File: config.mk
export PLATFORM = sky130hd
export DESIGN_NAME = partial_flags_stall
export DESIGN_NICKNAME = d
export VERILOG_FILES = /design/src/rtl/pfs_pkg.sv /design/src/rtl/pfs_class_decode.sv /design/src/rtl/pfs_conflict.sv /design/src/rtl/pfs_penalty_timer.sv /design/src/rtl/partial_flags_stall.sv
export SDC_FILE = /design/constraint.sdc
export NUM_CORES = 1
export LEC_CHECK = 0
export BUFFER_PORTS_ARGS = -buffer_cell sky130_fd_sc_hd__buf_2
export CELL_PAD_IN_SITES_DETAIL_PLACEMENT = 0
export CELL_PAD_IN_SITES_GLOBAL_PLACEMENT = 1
export CORE_ASPECT_RATIO = 1.1
export CORE_UTILIZATION = 36
export DETAILED_ROUTE_END_ITERATION = 10
export PLACE_DENSITY = 0.77
export SYNTH_ARGS = -nofsm -noshare
export SYNTH_HDL_FRONTEND = slang
export SYNTH_SLANG_ARGS = --single-unit
File: constraint.sdc
create_clock -name clk -period 2.6 [get_ports clk]
set_clock_uncertainty 0.1 [all_clocks]
set_input_delay 0.52 -clock clk [delete_from_list [all_inputs] [get_ports clk]]
set_output_delay 0.52 -clock clk [all_outputs]
set_load 0.03 [all_outputs]
File: src/rtl/pfs_pkg.sv
package pfs_pkg;
    localparam int NFLAGS = 6;

    typedef enum logic [2:0] {
        OP_NONE     = 3'd0,
        OP_FULL     = 3'd1,
        OP_INCDEC   = 3'd2,
        OP_CARRY    = 3'd3,
        OP_SYSFLAG  = 3'd4,
        OP_TESTLIKE = 3'd5,
        OP_LOADAH   = 3'd6,
        OP_SHIFT    = 3'd7
    } op_class_e;

    typedef enum logic [1:0] {
        ST_IDLE  = 2'd0,
        ST_ARMED = 2'd1,
        ST_STALL = 2'd2
    } pfs_state_e;

    typedef struct packed {
        logic              pending;
        logic              any_read;
        logic [NFLAGS-1:0] covered;
    } flag_rec_t;
endpackage

File: src/rtl/pfs_class_decode.sv
module pfs_class_decode
    import pfs_pkg::*;
(
    input  logic       valid,
    input  logic [2:0] cls,
    input  logic       short_shift,
    output logic       upd,
    output flag_rec_t  rec
);
    localparam logic [NFLAGS-1:0] ALL_F = {NFLAGS{1'b1}};

    always_comb begin
        upd = valid && (op_class_e'(cls) != OP_NONE);
        rec = '{pending: 1'b1, any_read: 1'b0, covered: ALL_F};
        unique case (op_class_e'(cls))
            OP_NONE:     rec.pending = 1'b0;
            OP_FULL:     rec.pending = 1'b0;
            OP_INCDEC:   rec.covered = ALL_F & ~6'b000001;
            OP_CARRY:    rec.covered = 6'b000001;
            OP_SYSFLAG:  rec.covered = ALL_F;
            OP_TESTLIKE: rec.covered = ALL_F;
            OP_LOADAH:   rec.covered = ALL_F & ~6'b100000;
            OP_SHIFT:    rec.any_read = ~short_shift;
        endcase
    end
endmodule

File: src/rtl/pfs_conflict.sv
module pfs_conflict
    import pfs_pkg::*;
(
    input  flag_rec_t         rec,
    input  logic              rd_valid,
    input  logic [NFLAGS-1:0] rd_mask,
    input  logic              rd_all,
    output logic              conflict
);
    logic [NFLAGS-1:0] gap;

    for (genvar i = 0; i < NFLAGS; i++) begin : g_gap
        assign gap[i] = rd_mask[i] & ~rec.covered[i];
    end

    always_comb begin
        conflict = rd_valid && rec.pending &&
                   (rd_all || (rec.any_read && (|rd_mask)) || (|gap));
    end
endmodule

File: src/rtl/pfs_penalty_timer.sv
module pfs_penalty_timer #(
    parameter int PENALTY = 4,
    parameter int CW      = $clog2(PENALTY + 1)
) (
    input  logic          clk,
    input  logic          rst_n,
    input  logic          load,
    input  logic          run,
    input  logic          clear,
    output logic [CW-1:0] count,
    output logic          expire
);
    localparam logic [CW-1:0] LOADV = CW'(PENALTY);

    always_ff @(posedge clk or negedge rst_n) begin
        if (!rst_n)                      count <= '0;
        else if (clear)                  count <= '0;
        else if (load)                   count <= LOADV;
        else if (run && count != '0)     count <= count - 1'b1;
    end

    assign expire = (count == CW'(1));
endmodule

File: src/rtl/partial_flags_stall.sv
module partial_flags_stall
    import pfs_pkg::*;
#(
    parameter int PENALTY = 4,
    parameter int CW      = $clog2(PENALTY + 1)
) (
    input  logic          clk,
    input  logic          rst_n,
    input  logic          wr_valid,
    input  logic [2:0]    wr_class,
    input  logic          wr_short_shift,
    input  logic          rd_valid,
    input  logic [5:0]    rd_mask,
    input  logic          rd_all,
    input  logic          retire,
    output logic          stall,
    output logic [CW-1:0] penalty
);
    pfs_state_e state_q, state_d;
    flag_rec_t  rec_q, rec_d, dec_rec;
    logic       dec_upd, conflict, expire;
    logic       t_load, t_run, t_clear;
    logic [CW-1:0] count;

    pfs_class_decode u_dec (
        .valid       (wr_valid),
        .cls         (wr_class),
        .short_shift (wr_short_shift),
        .upd         (dec_upd),
        .rec         (dec_rec)
    );

    pfs_conflict u_cmp (
        .rec      (rec_q),
        .rd_valid (rd_valid),
        .rd_mask  (rd_mask),
        .rd_all   (rd_all),
        .conflict (conflict)
    );

    pfs_penalty_timer #(.PENALTY(PENALTY), .CW(CW)) u_tmr (
        .clk    (clk),
        .rst_n  (rst_n),
        .load   (t_load),
        .run    (t_run),
        .clear  (t_clear),
        .count  (count),
        .expire (expire)
    );

    // State register
    always_ff @(posedge clk or negedge rst_n) begin
        if (!rst_n) begin
            state_q <= ST_IDLE;
            rec_q   <= '0;
        end else begin
            state_q <= state_d;
            rec_q   <= rec_d;
        end
    end

    // Next state, record and timer control
    always_comb begin
        state_d = state_q;
        rec_d   = rec_q;
        t_load  = 1'b0;
        t_run   = 1'b0;
        t_clear = 1'b0;
        unique case (state_q)
            ST_IDLE: begin
                if (dec_upd) begin
                    rec_d   = dec_rec;
                    state_d = dec_rec.pending ? ST_ARMED : ST_IDLE;
                end
            end
            ST_ARMED: begin
                if (conflict) begin
                    state_d = ST_STALL;
                    t_load  = 1'b1;
                end else if (dec_upd) begin
                    rec_d   = dec_rec;
                    state_d = dec_rec.pending ? ST_ARMED : ST_IDLE;
                end else if (retire) begin
                    rec_d   = '0;
                    state_d = ST_IDLE;
                end
            end
            ST_STALL: begin
                if (retire || expire) begin
                    rec_d   = '0;
                    state_d = ST_IDLE;
                    t_clear = 1'b1;
                end else begin
                    t_run = 1'b1;
                end
            end
            default: begin
                rec_d   = '0;
                state_d = ST_IDLE;
                t_clear = 1'b1;
            end
        endcase
    end

    // Outputs
    always_comb begin
        stall   = (state_q == ST_STALL);
        penalty = count;
    end
endmodule

=== Word level (Yosys, flattened, before mapping) ===
Index checks and enable logic that the tools add are counted.

* $add $sub $neg: 1
* Multiply operators: 0
* Div/mod/pow operators: 0
* Magnitude comparators: 0
* Equality and inequality tests: 13
* Shift-type cells: 0
* Multiplexer cells: 25
* Bitwise logic cells: 13
* Reductions and logical operators: 19

{| class="wikitable"
|+ Operator list
! kind !! count
|-
| 8-bit two-way mux || 5
|-
| 8-bit one-hot mux with 3 select lines || 1
|-
| 6-bit one-hot mux with 3 select lines || 1
|-
| 6-bit OR reduction || 2
|-
| 2-bit two-way mux || 5
|-
| 3-bit two-way mux || 3
|-
| 3-bit nonzero test || 3
|-
| 1-bit two-way mux || 8
|-
| 1-bit inverter || 7
|-
| 1-bit AND || 6
|-
| 3-bit by 1-bit == test with 1-bit output (second input constant) || 2
|-
| 3-bit by 2-bit == test with 1-bit output (second input constant) || 2
|-
| 3-bit == test (second input constant) || 2
|-
| 2-bit one-hot mux with 3 select lines || 1
|-
| 1-bit logical AND || 5
|-
| 2-bit inequality test (second input constant) || 2
|-
| 4-bit inequality test (second input constant) || 1
|-
| 4-bit AND reduction || 1
|-
| 2-bit OR reduction || 2
|-
| 3-bit logical NOT || 1
|-
| 1-bit logical OR || 3
|-
| 3-bit inequality test (second input constant) || 1
|-
| 3-bit AND reduction || 1
|-
| 3-bit by 1-bit subtractor with 3-bit output (second input constant) || 1
|-
| other kinds (5) || 5
|}

* Register bits: 13
* Bits in latches: 0
* Bits in writable memories: 0
* ROM bits: 0
* Output and inout bits: 4
* Word-level logic and storage cells: 76
* Memories: 0

=== Logic depth before layout (Yosys ltp) ===
Gate-level depths: netlist of the first run.

* Depth after elaboration: 9
* Gate-level depth with buffers: 7
* Mapped depth without buffers: 7

=== Cells and area by module ===
From an unflattened synthesis of the first run, not the netlist that was laid out.

* Cells, all modules: 90
* Area total of the unflattened synthesis: 924.6 um2

{| class="wikitable"
|+ By module, submodules not included
! module !! instances !! cells each !! area each (um2)
|-
| partial_flags_stall || 1 || 48 || 550.5
|-
| pfs_penalty_timer || 1 || 20 || 214.0
|-
| pfs_conflict || 1 || 12 || 82.6
|-
| pfs_class_decode || 1 || 10 || 77.6
|}

=== Worst setup path after synthesis of the first run ===
No wires, ideal clock.

* Kind: register to register
* From: register state_q[0]
* To: register rec_q[4] in the netlist's numbering
* Library setup time: 0.079 ns
* Arrival: 1.744 ns
* Data required time: 2.421 ns
* Setup slack: 0.676 ns
* Cell stages (with the launch flop): 6
* Buffers on the path: 0
* Cell sequence: dfrtp_1 nor2b_1 nand3b_1 o311ai_1 a211o_1 mux2i_1

* Cells in the longest elaborated chain, start to end: 3

{| class="wikitable"
|+ Ends and longest elaborated chain
! what !! RTL line !! text
|-
| start, declared || partial_flags_stall.sv:19 || <nowiki>pfs_state_e state_q, state_d;</nowiki>
|-
| start signal, assigned || partial_flags_stall.sv:57 || <nowiki>state_q <= state_d;</nowiki>
|-
| 2-bit == test * || -- ||
|-
| net stall || partial_flags_stall.sv:16 || <nowiki>output logic stall,</nowiki>
|-
| 2-bit by 1-bit inequality test with 1-bit output (no line) || -- ||
|-
| 4-bit AND reduction (no line) || -- ||
|-
| end signal, assigned || partial_flags_stall.sv:58 || <nowiki>rec_q <= rec_d;</nowiki>
|-
| end, declared || partial_flags_stall.sv:20 || <nowiki>flag_rec_t rec_q, rec_d, dec_rec;</nowiki>
|}

The timed path passes the listed nets; every way through them passes the cells marked *.
A chain may end at the register's enable or synchronous reset.

=== Final worst setup path of the first run ===
* From: register u_tmr.count[1]
* To: register rec_q[6] in the netlist's numbering

* Cells in the longest elaborated chain, start to end: 4

{| class="wikitable"
|+ Ends and longest elaborated chain
! what !! RTL line !! text
|-
| start, declared || pfs_penalty_timer.sv:10 || <nowiki>output logic [CW-1:0] count,</nowiki>
|-
| start signal, assigned || pfs_penalty_timer.sv:19 || <nowiki>else if (run && count != '0) count <= count - 1'b1;</nowiki>
|-
| 3-bit by 1-bit == test with 1-bit output || pfs_penalty_timer.sv:22 || <nowiki>assign expire = (count == CW'(1));</nowiki>
|-
| 1-bit logical OR || partial_flags_stall.sv:89 || <nowiki>if (retire || expire) begin</nowiki>
|-
| 2-bit by 1-bit inequality test with 1-bit output (no line) || -- ||
|-
| 4-bit AND reduction (no line) || -- ||
|}

No other way between the ends.

==> metrics.txt, run 1 <==
run status completed; area delta synth->final 20.9%; Worst-path clk slew 0.06 ns; Placeable Area 1650 sq um; CTS max path bufs 2; critical path data required time 2.64 ns; RSZ-0062 raised after global routing no; synthesized cell area 663 sq um; Critical Path AT 1.83 ns; pwr dens 944 nW/um^2; clock latency on the worst-skew pair 0.25 ns; TritonCTS Sinks 10; Via density 5.63; CTS Hold Bufs 0; maximum fanout along the worst path 8; Worst Setup Start Kind flip-flop; # rows 15; crit-path cells inv_1, ha_1, nand2b_1, nand3b_1, o311ai_1, a211o_1, o2bb2ai_1; leakage 0.378 nW; Slew HR 0.778; H-tree depth 1; die footprint 2020 sq um; first-pass GRT wire length 2530 um; # DRC 0; Period minus WS final 1.80 ns; most frequent cells in the layout buf_2, dfrtp_1, inv_1, nand2_1, nor2_1; Syn Inst Count 73; Antenna Cells 0; FF+latch count, synth 10; CP peak stage delay 0.39 ns; DRT Wirelength 1460 um; total track usage 0.173; largest area contributor in the netlist dfrtp_1; Setup WS post-layout 0.805 ns; Initial Util 0.402; DRT Pass-1 Iters 4; Avg Cell Area, Syn 9.08 sq um; hpwl dp 1220 um; Nets 116; Final Core Density 0.486; dpl ws 0.558 ns; share of cells above drive strength 1 0.284; root buf cell clkbuf_4; Power Total 0.757 mW; Least-Margin Pin Slew 0.329 ns; GR Overflow Total 0; vias in the first global route 626; Worst VDD drop 0.489 mV; initial drt markers 20; chip width 42.9 um; Hold Vio Cnt, Final 0; setup TNS 0 ns; Max-cap violations 0; vias after detailed routing 630; routed len/inst 13.0 um; post-cts gate resize count 0; crit path kind flip-flop to flip-flop; Min-Delay Path Class input port to async pin; sequential-to-total area share from yosys stat 0.377; initial antenna violation count 0; Final Cycle Share 0.690; height of the die 47.0 um; Final ANT Viol Nets 0; Primary FF master, synth dfrtp_1; crit path capture type flip-flop; design area 802 sq um; Post-synth EDFFs 0; CTS tree built; CP max-delay cell dfrtp_1; Synth area leaders dfrtp_1, ha_1, o2bb2ai_1; synth unique cells 29; Ys Warns 0; Synth async-reset ratio 1.00; pin count of the biggest net entering global routing 11; total I/O pin count 20; setup repair bufs after CTS 0; clock buffer count from CTS 3; DP Area 779 sq um; Final Max Tran Viols 0; most common cell after layout, fill and taps aside buf_2; GPL Wtd Cong 0.758; PortBufs 19; Syn Nets 92; share of the synthesized area in the top cell type 0.377; Setup violations, final 0; Fmax 0.557 GHz
-- worst max-delay path: cells and delay by family (launching register included) --
kind,cells,cell delay [ns]
AO/OA/AOI/OAI,3,0.63
adder cells (fa/ha/maj),1,0.15
buffers and inverters,1,0.11
flip-flops,1,0.39
AND/OR/NAND/NOR,2,0.30
-- routing by layer --
metal | global-route usage | share of wire | vias up
met2 | 0.282 | 0.47 | 14
li1 | - | - | 315
met5 | 0 | 0 | -
met1 | 0.212 | 0.49 | 299
met3 | 0.0269 | 0.033 | 2
met4 | 0.131 | 0.0082 | 0
-- through the flow --
stage,hold slack (ns),instances
after global placement,0.286,109
final,0.0129,112
after floorplan,0.124,73
after global routing,0.0152,112
after CTS,0.00610,112
after detailed placement,0.288,109
-- Yosys cell counts, types with 2 or more instances --
| cell type | count |
|---|---|
| nand2b_1 | 3 |
| ha_1 | 3 |
| a21oi_1 | 4 |
| dfrtp_1 | 10 |
| o21ai_0 | 3 |
| nor3_1 | 5 |
| inv_1 | 6 |
| nor2b_1 | 4 |
| or4_1 | 2 |
| nor2_1 | 6 |
| nand2_1 | 6 |
| o2bb2ai_1 | 4 |
-- where the power goes --
group / leakage, nW / internal (mW) / switching [mW]
logic: 0.238 / 0.155 / 0.221
clock network: 0.0138 / 0.0530 / 0.0440
registers: 0.126 / 0.220 / 0.0635
-- cells by family (layout without fill, tap and decap cells) --
kind of cell / count (synthesis) / count (layout) / synth area share
adder cells (fa/ha/maj): 3 / 3 / 0.0566
AO/OA/AOI/OAI: 20 / 20 / 0.223
flip-flops: 10 / 10 / 0.377
AND/OR/NAND/NOR: 32 / 32 / 0.281
buffers and inverters: 6 / 28 / 0.0340
multiplexers: 1 / 1 / 0.0151
XOR/XNOR: 1 / 1 / 0.0132
-- area by class of cell --
class	count	area [sq um]
repair buffers	19	95.1
clock buffers	3	22.5
well taps	17	21.3
flip-flops and latches	10	250
inverters	6	22.5
multi-input cells	57	390
fillers	161	850
-- final timing paths --
kind / from / slack, ns / endpoint / depth (start not counted)
max: u_tmr.count[1] / 0.80 / rec_q[6] / 7
min: rst_n / 0.01 / rec_q[6] / 1
max reg2reg: u_tmr.count[1] / 0.80 / rec_q[6] / 7
min reg2reg: rec_q[0] / 0.40 / rec_q[0] / 1
max in group asynchronous: rst_n / 2.20 / u_tmr.count[2] / 1
min in group clk: rec_q[0] / 0.40 / rec_q[0] / 1
-- sequential cells by signal, indices dropped and copies added, names as in the netlist --
register / cells
rec_q: 5
u_tmr.count: 3
state_q: 2
Power figures use the tool's default switching activity.
==> inputs of run 2 (changes only) <==
--- a/config.mk
+++ b/config.mk
@@ -9,9 +9,9 @@
 export CELL_PAD_IN_SITES_DETAIL_PLACEMENT = 0
 export CELL_PAD_IN_SITES_GLOBAL_PLACEMENT = 1
 export CORE_ASPECT_RATIO = 1.1
-export CORE_UTILIZATION = 36
+export CORE_UTILIZATION = 32
 export DETAILED_ROUTE_END_ITERATION = 10
-export PLACE_DENSITY = 0.77
+export PLACE_DENSITY = 0.73
 export SYNTH_ARGS = -nofsm -noshare
 export SYNTH_HDL_FRONTEND = slang
 export SYNTH_SLANG_ARGS = --single-unit
==> constraint.sdc (replaced) <==
create_clock -name clk -period 1.6 [get_ports clk]
set_clock_uncertainty 0.1 [all_clocks]
set_input_delay 0.32 -clock clk [delete_from_list [all_inputs] [get_ports clk]]
set_output_delay 0.32 -clock clk [all_outputs]
set_load 0.03 [all_outputs]
==> run 2 against run 1 <==
  * The flow now finishes with violations (negative setup slack)
  * Highest routed layer unchanged
  * Register-to-register slack worse by 0.88 ns
  * Power rose by 120%
  * Critical endpoint is now rec_q[0]
  * Combinational power rose to 2.7 times the previous value
  * Die area grew 12%
  * Wire length increased by 16%
  * Sequential cell count stayed put
  * Design area rose by 36%
  * Largest cell class unchanged
  * Critical path type unchanged
  * Clock-buffer cell count is 1 higher
==> metrics.txt, run 2 (synthesis gave the netlist of run 1 again) <==
# rows 16 (+1); Placeable Area 1860 sq um (+13%); Max-cap violations 0 (unchanged); crit path kind flip-flop to flip-flop; GR Overflow Total 0 (unchanged); die footprint 2260 sq um (+12%); Critical Path AT 1.76 ns (-0.07 ns); Power Total 1.66 mW (+120%); vias in the first global route 684 (+9.3%); most frequent cells in the layout buf_4, buf_2, dfrtp_1; PortBufs 19 (unchanged); DRT Pass-1 Iters 2 (-2); Fmax 0.598 GHz (+7.4%); Worst VDD drop 0.841 mV (+72%); leakage 0.510 nW (+35%); Clk pwr share 0.116 (-0.012); crit path capture type flip-flop; sw power 0.692 mW (+110%); Worst-path clk slew 0.06 ns (about the same); sequential power share 0.272 (-0.103); H-tree depth 1 (unchanged); Hold Crit Start wr_short_shift; Sw Share 0.416 (-0.0180); most common cell after layout, fill and taps aside buf_4; initial antenna violation count 0 (unchanged); Nets 139 (+20%); height of the die 49.7 um (+5.8%); Period minus WS final 1.67 ns (-0.124 ns); RR Startpoint rec_q[7]; area delta synth->final 64.7%; GPL Wtd Cong 0.751 (-0.98%); Hold Path End rec_q[6]; share of cells above drive strength 1 0.546 (+0.262); Finished Layout Cells 146 (+30%); Combinational Power Share 0.612 (+0.115); Antenna Cells 0 (unchanged); Final Core Density 0.587 (+0.101); Hold Slack 0.223 ns (+0.210 ns); root buf cell clkbuf_4; P_int 0.971 mW (+130%); Setup violations, final 6 (+6); clock latency on the worst-skew pair 0.28 ns (+0.03 ns); routed len/inst 11.6 um (-11%); # DRC 0 (unchanged); dpl ws -0.190 ns (-0.748 ns); total track usage 0.180 (+0.00671); Biggest register rec_q; Initial Util 0.356 (-0.0453); vias after detailed routing 713 (+13%); worst r2r dst rec_q[0]; failing checks negative setup slack; critical path data required time 1.69 ns (-0.95 ns); max reg flops 5 (unchanged); Final Cycle Share 1.04 (+0.354); Hold Vio Cnt, Final 0 (unchanged); pwr dens 1520 nW/um^2 (+61%); Setup WS post-layout -0.0710 ns (-0.876 ns); maximum fanout along the worst path 5 (-3); R2R cell count 6 (-1); CTS tree built; DRT Wirelength 1700 um (+16%); run status complete, but fails checks; worst hold stages 3; Final Max Tran Viols 0 (unchanged); initial drt markers 4 (-80%); RSZ-0062 raised after global routing yes; biggest regs rec_q (5), u_tmr.count (3), state_q (2); hpwl dp 1300 um (+6.4%); CTS max path bufs 2 (unchanged); Min-Delay Path Class input port to flip-flop; r2r setup slk -0.07 ns (-0.88 ns); Worst Setup Start Kind flip-flop; clock buffer count from CTS 3 (unchanged); Final ANT Viol Nets 0 (unchanged); Slew HR 0.808 (+0.0297); chip width 45.4 um (+5.8%); TritonCTS Sinks 10 (unchanged); first-pass GRT wire length 2940 um (+16%); Least-Margin Pin Slew 0.286 ns (-0.0433 ns); total I/O pin count 20 (unchanged); Via density 4.88 (-13%); placed instance count 134 (+23%); pin count of the biggest net entering global routing 11 (unchanged)
## run 2: metrics by stage
step	cell area, sq um	setup TNS [ns]
detailed placement	927	-0.953
CTS	1010	-0.213
global route	1090	-0.830
finish	1090	-0.278
global placement	927	-0.842
floorplan	686	-0.424
## run 2: layer usage
| layer | GRT usage | vias to the layer above | part of all wire |
|---|---|---|---|
| met3 | 0.0440 | 5 | 0.023 |
| met4 | 0.0758 | 0 | 0.020 |
| met5 | 0 | - | 0 |
| li1 | - | 363 | - |
| met1 | 0.246 | 333 | 0.49 |
| met2 | 0.264 | 12 | 0.46 |
## run 2: how the worst max path moves through the flow
stage / from / slack (ns) / to
global placement: rd_mask[1] / -0.16 / rec_q[7]
floorplan: u_tmr.count[1] / -0.09 / rec_q[7]
global route: rec_q[4] / -0.16 / rec_q[4]
finish: rec_q[7] / -0.07 / rec_q[0]
CTS: rec_q[4] / -0.09 / rec_q[4]
detailed placement: rd_mask[1] / -0.19 / rec_q[0]
## run 2: cell type report
cell class,instances,area [sq um]
clock buffers,4,26.3
fillers,184,769
inverters,6,22.5
multi-input cells,57,472
flip-flops and latches,10,254
well taps,27,33.8
repair buffers,42,284
## run 2: power groups by stage
stage	Combinational [mW]	Sequential, mW	Clock [mW]
6_report	1.02	0.452	0.193
3_3_place_gp	0.802	0.441	0
3_5_place_dp	0.802	0.443	0
4_1_cts	0.874	0.443	0.197
5_1_grt	1.13	0.469	0.215
2_1_floorplan	0.428	0.503	0
## run 2: critical path, cell delays in order, from the launching register on
cell and delay (ns):
dfrtp_1 0.39, buf_4 0.14, o211ai_1 0.11, o32a_2 0.20, o21ai_2 0.06, a2111o_1 0.42
o2bb2ai_1 0.17
## run 2: what timing repair did
action	CTS	global route
buffers inserted	4	3
hold buffers	1	0
pin swaps	8	7
hold endpoints to repair	10	0
setup endpoints to repair	8	10
resized for setup	4	18
==> inputs of run 3 (changes only) <==
--- a/config.mk
+++ b/config.mk
@@ -9,9 +9,10 @@
 export CELL_PAD_IN_SITES_DETAIL_PLACEMENT = 0
 export CELL_PAD_IN_SITES_GLOBAL_PLACEMENT = 1
 export CORE_ASPECT_RATIO = 1.1
-export CORE_UTILIZATION = 32
+export CORE_UTILIZATION = 34
+export CTS_BUF_LIST = sky130_fd_sc_hd__clkbuf_8
 export DETAILED_ROUTE_END_ITERATION = 10
-export PLACE_DENSITY = 0.73
+export PLACE_DENSITY = 0.76
 export SYNTH_ARGS = -nofsm -noshare
 export SYNTH_HDL_FRONTEND = slang
 export SYNTH_SLANG_ARGS = --single-unit
==> run 3 against run 2 <==
  * The run still ends with negative setup slack left
  * Power is 0.34% lower
  * Combinational power is 8% lower
  * Sequential cell count did not move
  * Critical endpoint is now rec_q[4]
==> metrics.txt, run 3 (synthesis gave the netlist of run 1 again) <==
share of cells above drive strength 1 0.500 (-0.0462); Worst-path clk slew 0.05 ns (about the same); DRT Pass-1 Iters 6 (+4); crit path kind flip-flop to flip-flop; leakage 0.496 nW (-2.7%); clock latency on the worst-skew pair 0.24 ns (-0.04 ns); total of fill cells in the finished design 170 (-7.6%); chip width 44.1 um (-2.9%); R2R cell count 5 (-1); Setup violations, final 7 (+1); Nets 134 (-3.6%); Final Core Density 0.578 (-0.00822); total I/O pin count 20 (unchanged); # rows 16 (unchanged); Final Cycle Share 1.05 (about the same); run status complete, but fails checks; Setup WS post-layout -0.0725 ns (-0.00154 ns); root buf cell clkbuf_8; RSZ-0062 raised after global routing yes; CTS tree built; Combinational Power Share 0.564 (-0.048); first-pass GRT wire length 3100 um (+5.4%); setup TNS -0.258 ns (+0.0199 ns); failing checks negative setup slack; most frequent cells in the layout buf_2, buf_4, dfrtp_1; total track usage 0.191 (+0.0105); # DRC 0 (unchanged); CP peak stage delay 0.47 ns (+0.05 ns); clock buffer count from CTS 3 (unchanged); sequential power share 0.278 (+0.006); Biggest register rec_q; Final Max Tran Viols 0 (unchanged); Least-Margin Pin Slew 0.265 ns (-0.0215 ns); most common cell after layout, fill and taps aside buf_2; maximum fanout along the worst path 5 (unchanged); Antenna Cells 0 (unchanged); CP max-delay cell or4_4; vias after detailed routing 711 (-0.28%); GR Overflow Total 0 (unchanged); Hold Vio Cnt, Final 0 (unchanged); biggest regs rec_q (5), u_tmr.count (3), state_q (2); Finished Layout Cells 132 (-9.6%); worst hold stages 3 (unchanged); Min-Delay Path Class input port to flip-flop; Slew HR 0.822 (+0.0144); Max-cap violations 0 (unchanged); H-tree depth 1 (unchanged); pin count of the biggest net entering global routing 11 (unchanged); vias in the first global route 733 (+7.2%); placed instance count 123 (-8.2%); routed len/inst 13.1 um (+12%); P_int 0.997 mW (+2.7%); PortBufs 19 (unchanged); Critical Path AT 1.74 ns (-0.02 ns); DRT Wirelength 1720 um (+1.7%); Period minus WS final 1.67 ns (+0.00154 ns); height of the die 48.3 um (-2.9%); Clk pwr share 0.158 (+0.042); GPL Wtd Cong 0.832 (+11%); critical path data required time 1.66 ns (-0.03 ns); die footprint 2130 sq um (-5.6%); hpwl dp 1340 um (+3.2%); Via density 5.39 (+10%); Initial Util 0.368 (+0.0119); Power Total 1.66 mW (-0.34%); Fmax 0.598 GHz (about the same); crit-path cells nand2b_4, or4_4, o311ai_2, a211o_1, mux2i_1; Worst VDD drop 0.889 mV (+5.7%); initial antenna violation count 0 (unchanged); CTS max path bufs 2 (unchanged); Sw Share 0.399 (-0.0175); area delta synth->final 57.2%; Placeable Area 1800 sq um (-3.2%); initial drt markers 9 (+5); max reg flops 5 (unchanged); Final ANT Viol Nets 0 (unchanged); pwr dens 1590 nW/um^2 (+4.4%); Worst Setup Start Kind flip-flop; sw power 0.661 mW (-4.5%); TritonCTS Sinks 10 (unchanged); crit path capture type flip-flop
-- run 3: timing repair --
item / CTS / global route
pin swaps: 7 / 4
hold endpoints to repair: 10 / 0
hold buffers: 1 / 0
resized for setup: 3 / 10
setup endpoints to repair: 6 / 9
setup buffers: 1 / 3
-- run 3: layer usage --
layer / vias to the layer above / wire (um) / global-route usage
met5: - / 0 / 0
met4: 0 / 31 / 0.0758
met3: 5 / 49 / 0.0224
met2: 14 / 793 / 0.289
met1: 337 / 850 / 0.272
li1: 355 / - / -
-- run 3: critical path: cells and delay by family (launching register included) --
kind             cells  cell delay, ns
flip-flops           1            0.37
multiplexers         1            0.20
AO/OA/AOI/OAI        2            0.32
AND/OR/NAND/NOR      2            0.61
-- run 3: worst paths after layout --
path | from | endpoint | slack, ns
min reg2reg | rec_q[0] | rec_q[0] | 0.39
max in group asynchronous | rst_n | u_tmr.count[1] | 0.83
max reg2reg | state_q[1] | rec_q[4] | -0.07
min in group asynchronous | rst_n | state_q[1] | 0.37
min | retire | state_q[0] | 0.28
max | state_q[1] | rec_q[4] | -0.07
-- run 3: through the flow --
stage / setup slack (ns) / hold WS, ns / area [sq um]
floorplan: -0.0869 / -0.0756 / 686
finish: -0.0725 / 0.283 / 1040
global placement: -0.163 / 0.0875 / 901
global route: -0.164 / 0.299 / 1040
detailed placement: -0.210 / 0.0887 / 901
CTS: -0.0816 / 0.284 / 982
-- run 3: power groups by stage --
stage               sequential, mW  combinational, mW  clock, mW
global placement             0.442              0.785          0
finish                       0.461              0.936      0.262
floorplan                    0.503              0.428          0
detailed placement           0.444              0.794          0
global route                 0.479               1.05      0.280
CTS                          0.450              0.838      0.266
-- run 3: final cells by class --
| class | count | area, sq um | area share |
|---|---|---|---|
| well taps | 18 | 22.5 | 0.0216 |
| repair buffers | 37 | 240 | 0.230 |
| clock inverters | 1 | 3.75 | 0.00360 |
| multi-input cells | 57 | 459 | 0.441 |
| flip-flops and latches | 10 | 253 | 0.242 |
| inverters | 6 | 22.5 | 0.0216 |
| clock buffers | 3 | 41.3 | 0.0396 |
